`src/rtl/dma_seq_pkg.sv`:
```
package dma_seq_pkg;
  localparam int FLD_W = 16;
  localparam int OFF_W = 32;

  typedef enum logic [1:0] {
    AM_FIXED = 2'd0,
    AM_INC   = 2'd1,
    AM_DEC   = 2'd2,
    AM_INDEX = 2'd3
  } addr_mode_e;

  typedef enum logic [1:0] {ST_IDLE, ST_ARM, ST_RUN, ST_LINK} seq_state_e;

  typedef enum logic [1:0] {BK_ELEM, BK_LINE, BK_BLOCK} burst_e;

  typedef struct packed {
    logic       link_en;
    addr_mode_e dmode;
    addr_mode_e smode;
    logic [1:0] esize;
    logic       two_d;
    logic       whole;
  } opt_t;

  // element size code to byte count; reserved code falls back to 4 bytes
  function automatic logic [2:0] size_bytes(input logic [1:0] es);
    case (es)
      2'b01:   return 3'd2;
      2'b10:   return 3'd1;
      default: return 3'd4;
    endcase
  endfunction

  function automatic logic signed [OFF_W-1:0] sext_fld(input logic [FLD_W-1:0] v);
    return {{(OFF_W-FLD_W){v[FLD_W-1]}}, v};
  endfunction

  // step applied between two elements of one frame
  function automatic logic signed [OFF_W-1:0] elem_off(input addr_mode_e m, input logic two_d,
                                                       input logic [2:0] b,
                                                       input logic [FLD_W-1:0] ei);
    logic signed [OFF_W-1:0] bs;
    bs = {{(OFF_W-3){1'b0}}, b};
    case (m)
      AM_FIXED: return '0;
      AM_INC:   return bs;
      AM_DEC:   return -bs;
      default:  return two_d ? bs : sext_fld(ei);
    endcase
  endfunction

  // step applied at a frame boundary
  function automatic logic signed [OFF_W-1:0] frame_off(input addr_mode_e m,
                                                        input logic [FLD_W-1:0] fi);
    return (m == AM_FIXED) ? '0 : sext_fld(fi);
  endfunction

  // next frame grows from the last element in 1-D element sync and 2-D block sync
  function automatic logic from_last(input logic whole, input logic two_d);
    return whole == two_d;
  endfunction

  function automatic burst_e burst_kind(input logic whole, input logic two_d);
    if (!two_d && !whole) return BK_ELEM;
    if (two_d && whole)   return BK_BLOCK;
    return BK_LINE;
  endfunction
endpackage

```
`src/rtl/dma_addr_side.sv`:
```
module dma_addr_side
  import dma_seq_pkg::*;
#(
  parameter int ADDR_W = 32
) (
  input  logic              clk,
  input  logic              rst_n,
  input  logic              load,
  input  logic              elem_adv,
  input  logic              frm_adv,
  input  logic [ADDR_W-1:0] start,
  input  addr_mode_e        mode,
  input  logic              two_d,
  input  logic              last_base,
  input  logic [2:0]        bytes,
  input  logic [FLD_W-1:0]  eidx,
  input  logic [FLD_W-1:0]  fidx,
  output logic [ADDR_W-1:0] addr
);
  logic [ADDR_W-1:0] first_q;
  logic [ADDR_W-1:0] estep;
  logic [ADDR_W-1:0] fstep;
  logic [ADDR_W-1:0] frm_base;
  logic [ADDR_W-1:0] frm_next;
  logic signed [OFF_W-1:0] eoff;
  logic signed [OFF_W-1:0] foff;

  assign eoff     = elem_off(mode, two_d, bytes, eidx);
  assign foff     = frame_off(mode, fidx);
  assign estep    = ADDR_W'(eoff);
  assign fstep    = ADDR_W'(foff);
  assign frm_base = last_base ? addr : first_q;
  assign frm_next = frm_base + fstep;

  always_ff @(posedge clk or negedge rst_n) begin
    if (!rst_n) begin
      addr    <= '0;
      first_q <= '0;
    end else if (load) begin
      addr    <= start;
      first_q <= start;
    end else if (frm_adv) begin
      addr    <= frm_next;
      first_q <= frm_next;
    end else if (elem_adv) begin
      addr    <= addr + estep;
    end
  end

  a_r3_fixed_hold: assert property (@(posedge clk) disable iff (!rst_n)
    (elem_adv && !load && mode == AM_FIXED) |=> $stable(addr));
endmodule

```
`src/rtl/dma_seq_ctl.sv`:
```
module dma_seq_ctl
  import dma_seq_pkg::*;
(
  input  logic             clk,
  input  logic             rst_n,
  input  logic             cfg_load,
  input  logic             lnk_vld,
  input  logic             sync_ev,
  input  logic             out_rdy,
  input  logic             whole,
  input  logic             two_d,
  input  logic             link_en,
  input  logic [FLD_W-1:0] ecnt_init,
  input  logic [FLD_W-1:0] fcnt_init,
  input  logic [FLD_W-1:0] ecnt_rld,
  output logic             out_vld,
  output logic             lnk_req,
  output logic             done,
  output logic             load_en,
  output logic             elem_adv,
  output logic             frm_adv
);
  seq_state_e st;
  logic [FLD_W-1:0] ecnt;
  logic [FLD_W-1:0] fcnt;
  burst_e unit;

  // named internal events
  logic fire;
  logic last_elem;
  logic last_frame;
  logic blk_end;
  logic burst_end;

  assign unit       = burst_kind(whole, two_d);
  assign out_vld    = (st == ST_RUN);
  assign lnk_req    = (st == ST_LINK);
  assign fire       = out_vld && out_rdy;
  assign last_elem  = (ecnt <= FLD_W'(1));
  assign last_frame = (fcnt == '0);
  assign blk_end    = fire && last_elem && last_frame;
  assign burst_end  = fire && (blk_end || unit == BK_ELEM || (last_elem && unit == BK_LINE));
  assign elem_adv   = fire && !last_elem;
  assign frm_adv    = fire && last_elem && !last_frame;
  assign load_en    = (cfg_load && (st == ST_IDLE || st == ST_ARM)) ||
                      (lnk_vld && st == ST_LINK);

  always_ff @(posedge clk or negedge rst_n) begin
    if (!rst_n) begin
      st <= ST_IDLE;
    end else begin
      case (st)
        ST_IDLE: if (load_en) st <= ST_ARM;
        ST_ARM:  if (!load_en && sync_ev) st <= ST_RUN;
        ST_RUN: begin
          if (blk_end)        st <= link_en ? ST_LINK : ST_IDLE;
          else if (burst_end) st <= ST_ARM;
        end
        default: if (load_en) st <= ST_ARM;
      endcase
    end
  end

  always_ff @(posedge clk or negedge rst_n) begin
    if (!rst_n) begin
      ecnt <= '0;
      fcnt <= '0;
    end else if (load_en) begin
      ecnt <= ecnt_init;
      fcnt <= fcnt_init;
    end else if (frm_adv) begin
      ecnt <= ecnt_rld;
      fcnt <= fcnt - FLD_W'(1);
    end else if (elem_adv) begin
      ecnt <= ecnt - FLD_W'(1);
    end
  end

  always_ff @(posedge clk or negedge rst_n) begin
    if (!rst_n) done <= 1'b0;
    else        done <= blk_end;
  end

  a_r10_done_pulse: assert property (@(posedge clk) disable iff (!rst_n)
    done |=> !done);
  a_r10_done_quiet: assert property (@(posedge clk) disable iff (!rst_n)
    done |-> !out_vld);
  a_r5_elem_burst: assert property (@(posedge clk) disable iff (!rst_n)
    (fire && !two_d && !whole) |=> !out_vld);
  a_r8_block_continuous: assert property (@(posedge clk) disable iff (!rst_n)
    (fire && two_d && whole && !blk_end) |=> out_vld);
  a_r11_link_with_done: assert property (@(posedge clk) disable iff (!rst_n)
    $rose(lnk_req) |-> done);
  a_r12_start_by_event: assert property (@(posedge clk) disable iff (!rst_n)
    $rose(out_vld) |-> $past(sync_ev));
endmodule

```
`src/rtl/dma_addr_seq.sv`:
```
module dma_addr_seq
  import dma_seq_pkg::*;
#(
  parameter int                ADDR_W    = 32,
  parameter logic [ADDR_W-17:0] LINK_BASE = 16'h01A0
) (
  input  logic              clk,
  input  logic              rst_n,
  input  logic              cfg_load,
  input  logic [8:0]        p_opt,
  input  logic [ADDR_W-1:0] p_src,
  input  logic [ADDR_W-1:0] p_dst,
  input  logic [31:0]       p_cnt,
  input  logic [31:0]       p_idx,
  input  logic [15:0]       p_rld,
  input  logic [15:0]       p_lnk,
  input  logic              lnk_vld,
  input  logic              sync_ev,
  output logic              out_vld,
  input  logic              out_rdy,
  output logic [ADDR_W-1:0] out_src,
  output logic [ADDR_W-1:0] out_dst,
  output logic [2:0]        out_size,
  output logic              done,
  output logic              lnk_req,
  output logic [ADDR_W-1:0] lnk_addr
);
  localparam int NSIDE = 2;

  opt_t             opt_q;
  logic [FLD_W-1:0] eidx_q;
  logic [FLD_W-1:0] fidx_q;
  logic [FLD_W-1:0] rld_q;
  logic [FLD_W-1:0] lnk_q;

  logic load_en;
  logic elem_adv;
  logic frm_adv;
  logic last_base;
  logic [2:0] bytes;

  logic [ADDR_W-1:0] side_start [NSIDE];
  addr_mode_e        side_mode  [NSIDE];
  logic [ADDR_W-1:0] side_addr  [NSIDE];

  always_ff @(posedge clk or negedge rst_n) begin
    if (!rst_n) begin
      opt_q  <= '0;
      eidx_q <= '0;
      fidx_q <= '0;
      rld_q  <= '0;
      lnk_q  <= '0;
    end else if (load_en) begin
      opt_q  <= opt_t'(p_opt);
      eidx_q <= p_idx[FLD_W-1:0];
      fidx_q <= p_idx[2*FLD_W-1:FLD_W];
      rld_q  <= p_rld;
      lnk_q  <= p_lnk;
    end
  end

  assign bytes     = size_bytes(opt_q.esize);
  assign last_base = from_last(opt_q.whole, opt_q.two_d);

  dma_seq_ctl u_ctl (
    .clk      (clk),
    .rst_n    (rst_n),
    .cfg_load (cfg_load),
    .lnk_vld  (lnk_vld),
    .sync_ev  (sync_ev),
    .out_rdy  (out_rdy),
    .whole    (opt_q.whole),
    .two_d    (opt_q.two_d),
    .link_en  (opt_q.link_en),
    .ecnt_init(p_cnt[FLD_W-1:0]),
    .fcnt_init(p_cnt[2*FLD_W-1:FLD_W]),
    .ecnt_rld (rld_q),
    .out_vld  (out_vld),
    .lnk_req  (lnk_req),
    .done     (done),
    .load_en  (load_en),
    .elem_adv (elem_adv),
    .frm_adv  (frm_adv)
  );

  assign side_start[0] = p_src;
  assign side_start[1] = p_dst;
  assign side_mode[0]  = opt_q.smode;
  assign side_mode[1]  = opt_q.dmode;

  for (genvar g = 0; g < NSIDE; g++) begin : g_side
    dma_addr_side #(.ADDR_W(ADDR_W)) u_side (
      .clk      (clk),
      .rst_n    (rst_n),
      .load     (load_en),
      .elem_adv (elem_adv),
      .frm_adv  (frm_adv),
      .start    (side_start[g]),
      .mode     (side_mode[g]),
      .two_d    (opt_q.two_d),
      .last_base(last_base),
      .bytes    (bytes),
      .eidx     (eidx_q),
      .fidx     (fidx_q),
      .addr     (side_addr[g])
    );
  end

  assign out_src  = side_addr[0];
  assign out_dst  = side_addr[1];
  assign out_size = bytes;
  assign lnk_addr = {LINK_BASE, lnk_q};

  a_r9_hold: assert property (@(posedge clk) disable iff (!rst_n)
    (out_vld && !out_rdy) |=> (out_vld && $stable(out_src) && $stable(out_dst)));
  a_r2_size_onehot: assert property (@(posedge clk) disable iff (!rst_n)
    out_vld |-> ($countones(out_size) == 1));
endmodule

```
`config.mk`:
```
export PLATFORM = sky130hd
export DESIGN_NAME = dma_addr_seq
export DESIGN_NICKNAME = d
export VERILOG_FILES = /design/src/rtl/dma_seq_pkg.sv /design/src/rtl/dma_addr_side.sv /design/src/rtl/dma_seq_ctl.sv /design/src/rtl/dma_addr_seq.sv
export SDC_FILE = /design/constraint.sdc
export NUM_CORES = 1
export LEC_CHECK = 0
export BUFFER_PORTS_ARGS = -buffer_cell sky130_fd_sc_hd__buf_2
export CORE_MARGIN = 2
export CORE_UTILIZATION = 59
export CTS_CLUSTER_DIAMETER = 150
export DETAILED_ROUTE_END_ITERATION = 8
export GPL_TIMING_DRIVEN = 0
export PLACE_DENSITY = 0.87
export SLEW_MARGIN = 20
export SYNTH_ARGS = -nofsm -noshare
export SYNTH_HDL_FRONTEND = slang
export SYNTH_SLANG_ARGS = --single-unit
```
`constraint.sdc`:
```
create_clock -name clk -period 6.25 [get_ports clk]
set_input_delay 0.9375 -clock clk [delete_from_list [all_inputs] [get_ports clk]]
set_output_delay 0.9375 -clock clk [all_outputs]
set_load 0.1 [all_outputs]
```
==> results.toml <==
[outcome]
outcome = "complete, no violations"

[synthesis]
synth_top_area_frac = 0.325
synth_area_um2 = 18200
ys_warn_count = 0
syn_inst = 2214
ys_async_sr_fraction = 1.00
yosysTopAreaCell = "dfrtp_1"
synth_top_flop_cell = "dfrtp_1"
ys_top_cells_by_area = "dfrtp_1, ha_1, nand2_1, a21oi_1, o21ai_0"
synthTopCellsByCount = "nand2_1, dfrtp_1, a21oi_1"
synth.yosys.seq_area_share = 0.325
synth-edff-count = 0
synth_area_per_cell_um2 = 8.20
ys_types = 88
yosysMostFrequentCell = "nand2_1"
ys_seq_elements = 236

[timing]
hold_viol = 0
fin_tns_setup_ns = 0
min_period_ns = 5.91
grt_setup_unrepaired = "no"
hold-worst-slack_ns = 0.377
max_slew_margin = 0.266
fmax_mhz = 169
worstMarginPinSlew_ns = 1.10
period_share = 0.946
setup_viol = 0
final-max-slew-violation-count = 0
fin_worst_skew_ns = 0.0335

[clocking]
cts_buffer_depth = 3
cts_tree = "done"
ctsHtreeMaxLevel = 1
clk_pin_slew_ns = 0.07
cts_hold_buf = 0
cts_sinks = 236
insertion_delay_ns = 0.59
cts_made_buffers = 28
clock_tree.root_cell = "clkbuf_16"

[floorplanning]
fp.dieW_um = 179
initial_core_util = 0.597
core_area_um2 = 30400
rows = 64
dieArea_um2 = 32200
pin_count = 277
fp.dieH_um = 179

[routing]
wirelength_mm = 65.3
ant_nets = 0
wl_per_cell_um = 22.2
first_iter_violations = 1782
drtPass1Iterations = 7
drc = 0
num_vias = 18600
via_per_inst = 6.35

[hold_path]
hp-class = "input pin to asynchronous set/reset pin"

[global_route]
grt-ovfl-total = 0
grt_max_degree = 88
grt_pass1_wl_mm = 100
track_usage = 0.393
grt_antenna_before_repair = 0
grt_pass1_vias = 18400

[placed_design]
hpwl_mm = 48.8
dp.cells = 2888
numPortBuffers = 260
finalWeightedCongestion = 1.03

[final_layout]
n_fill_cell = 2478
syn_to_final_growth_pct = 16.2
layout.nets = 2836
multiInputGateArea_um2 = 11600
diodes = 0
drive_gt1_frac = 0.180
final_util = 0.693
register_area_um2 = 5910
finalNonFillerCells = 2935

[job]
drv_cap = 0

[critical_path]
crit_type = "flip-flop to flip-flop"
cp-start-kind = "flip-flop"
cp.arrival_ns = 6.36
critPathMaxFanout = 13
critPathCaptureType = "flip-flop"
critPathRequiredTime_ns = 6.70
## through the flow
step	setup WS (ns)	area [µm²]
2_1_floorplan	1.21	18200
3_3_place_gp	-0.643	20000
3_5_place_dp	-0.705	20100
4_1_cts	0.151	21100
5_1_grt	0.147	21100
6_report	0.338	21100
## layer usage
| metal | wire length (µm) | GRT usage | vias up |
|---|---|---|---|
| met5 | 0 | 0 | - |
| met4 | 4290 | 0.230 | 0 |
| met3 | 6610 | 0.0754 | 244 |
| met2 | 29300 | 0.630 | 1096 |
| met1 | 25100 | 0.495 | 8872 |
| li1 | - | - | 8417 |
## flip-flops by register name, indices dropped and copies added, names as in the netlist, 2 cells and up
register,flops
rld_q,16
lnk_q,16
eidx_q,16
g_side.u_side.first_q,64
g_side.u_side.addr,64
u_ctl.fcnt,16
fidx_q,16
u_ctl.st,2
u_ctl.ecnt,16
opt_q,9
## placed cells by master (no fill, tap or decap), drive strengths merged, types with 9 or more instances in the layout
cell / instances
conb: 16
o31ai: 13
inv: 42
ha: 136
nor3: 32
a21oi: 192
and2: 11
xnor2: 70
nor2: 171
nand4: 14
buf: 316
o211ai: 12
dfrtp: 236
o21a: 25
a21o: 58
nand2: 436
nand3: 29
mux2i: 9
xor2: 53
a21boi: 35
a31oi: 17
and3: 15
nor4: 9
or3: 10
mux2: 60
o21ai: 168
clkbuf: 106
a22oi: 27
a211oi: 22
nand2b: 17
nor2b: 54
## layout make-up
class	instances	share of cell area
buffer	123	0.0279
clock buffer	35	0.0368
clock inverter	13	0.00824
inverter	41	0.00729
multi-input combinational	1827	0.550
sequential	236	0.280
tap	396	0.0235
timing repair buffer	264	0.0658
## final timing paths
check	slack, ns	end	cells past startpoint	from
min reg2reg	0.46	rld_q[10]$_DFFE_PN0P_	2	rld_q[10]$_DFFE_PN0P_
max	0.34	g_side[1].u_side.addr[31]$_DFFE_PN0P_	18	opt_q[1]$_DFFE_PN0P_
max in group asynchronous	5.02	eidx_q[9]$_DFFE_PN0P_	2	rst_n
max reg2reg	0.34	g_side[1].u_side.addr[31]$_DFFE_PN0P_	18	opt_q[1]$_DFFE_PN0P_
min in group clk	0.46	rld_q[10]$_DFFE_PN0P_	2	rld_q[10]$_DFFE_PN0P_
min	0.38	rld_q[9]$_DFFE_PN0P_	1	rst_n
## cells by family (layout without fill, tap and decap cells)
| kind of cell | count (synthesis) | in the layout | share of synthesized area |
|---|---|---|---|
| AND/OR/NAND/NOR | 817 | 817 | 0.200 |
| AO/OA/AOI/OAI | 662 | 662 | 0.234 |
| XOR/XNOR | 123 | 123 | 0.0593 |
| adder cells (fa/ha/maj) | 140 | 140 | 0.0981 |
| buffers and inverters | 165 | 476 | 0.0409 |
| multiplexers | 69 | 69 | 0.0422 |
| flip-flops | 236 | 236 | 0.325 |
| other | 2 | 16 | 0.000413 |
## critical path, cell delays in order, from the launching register on
cell and delay (ns):
dfrtp_1 0.43, inv_1 0.09, clkbuf_1 0.32, clkbuf_2 0.47
ha_4 0.37, clkbuf_2 0.40, mux2_2 0.41, ha_1 0.37
a21oi_1 0.16, o21ai_0 0.19, a2111oi_1 0.85, a21oi_1 0.16
nor2_1 0.19, o21ai_0 0.18, a221o_1 0.38, a21oi_1 0.32
xnor2_1 0.19, a2bb2oi_1 0.19, nand3_1 0.09
## repair_timing
action	CTS	global route
setup buffers	0	0
pin swaps	0	0
gates resized for setup	3	8
setup endpoints to repair	49	12
Power is left out: the tool's default activity adds up to more than one toggle a clock period on the data nets, which glitch-free logic cannot reach.
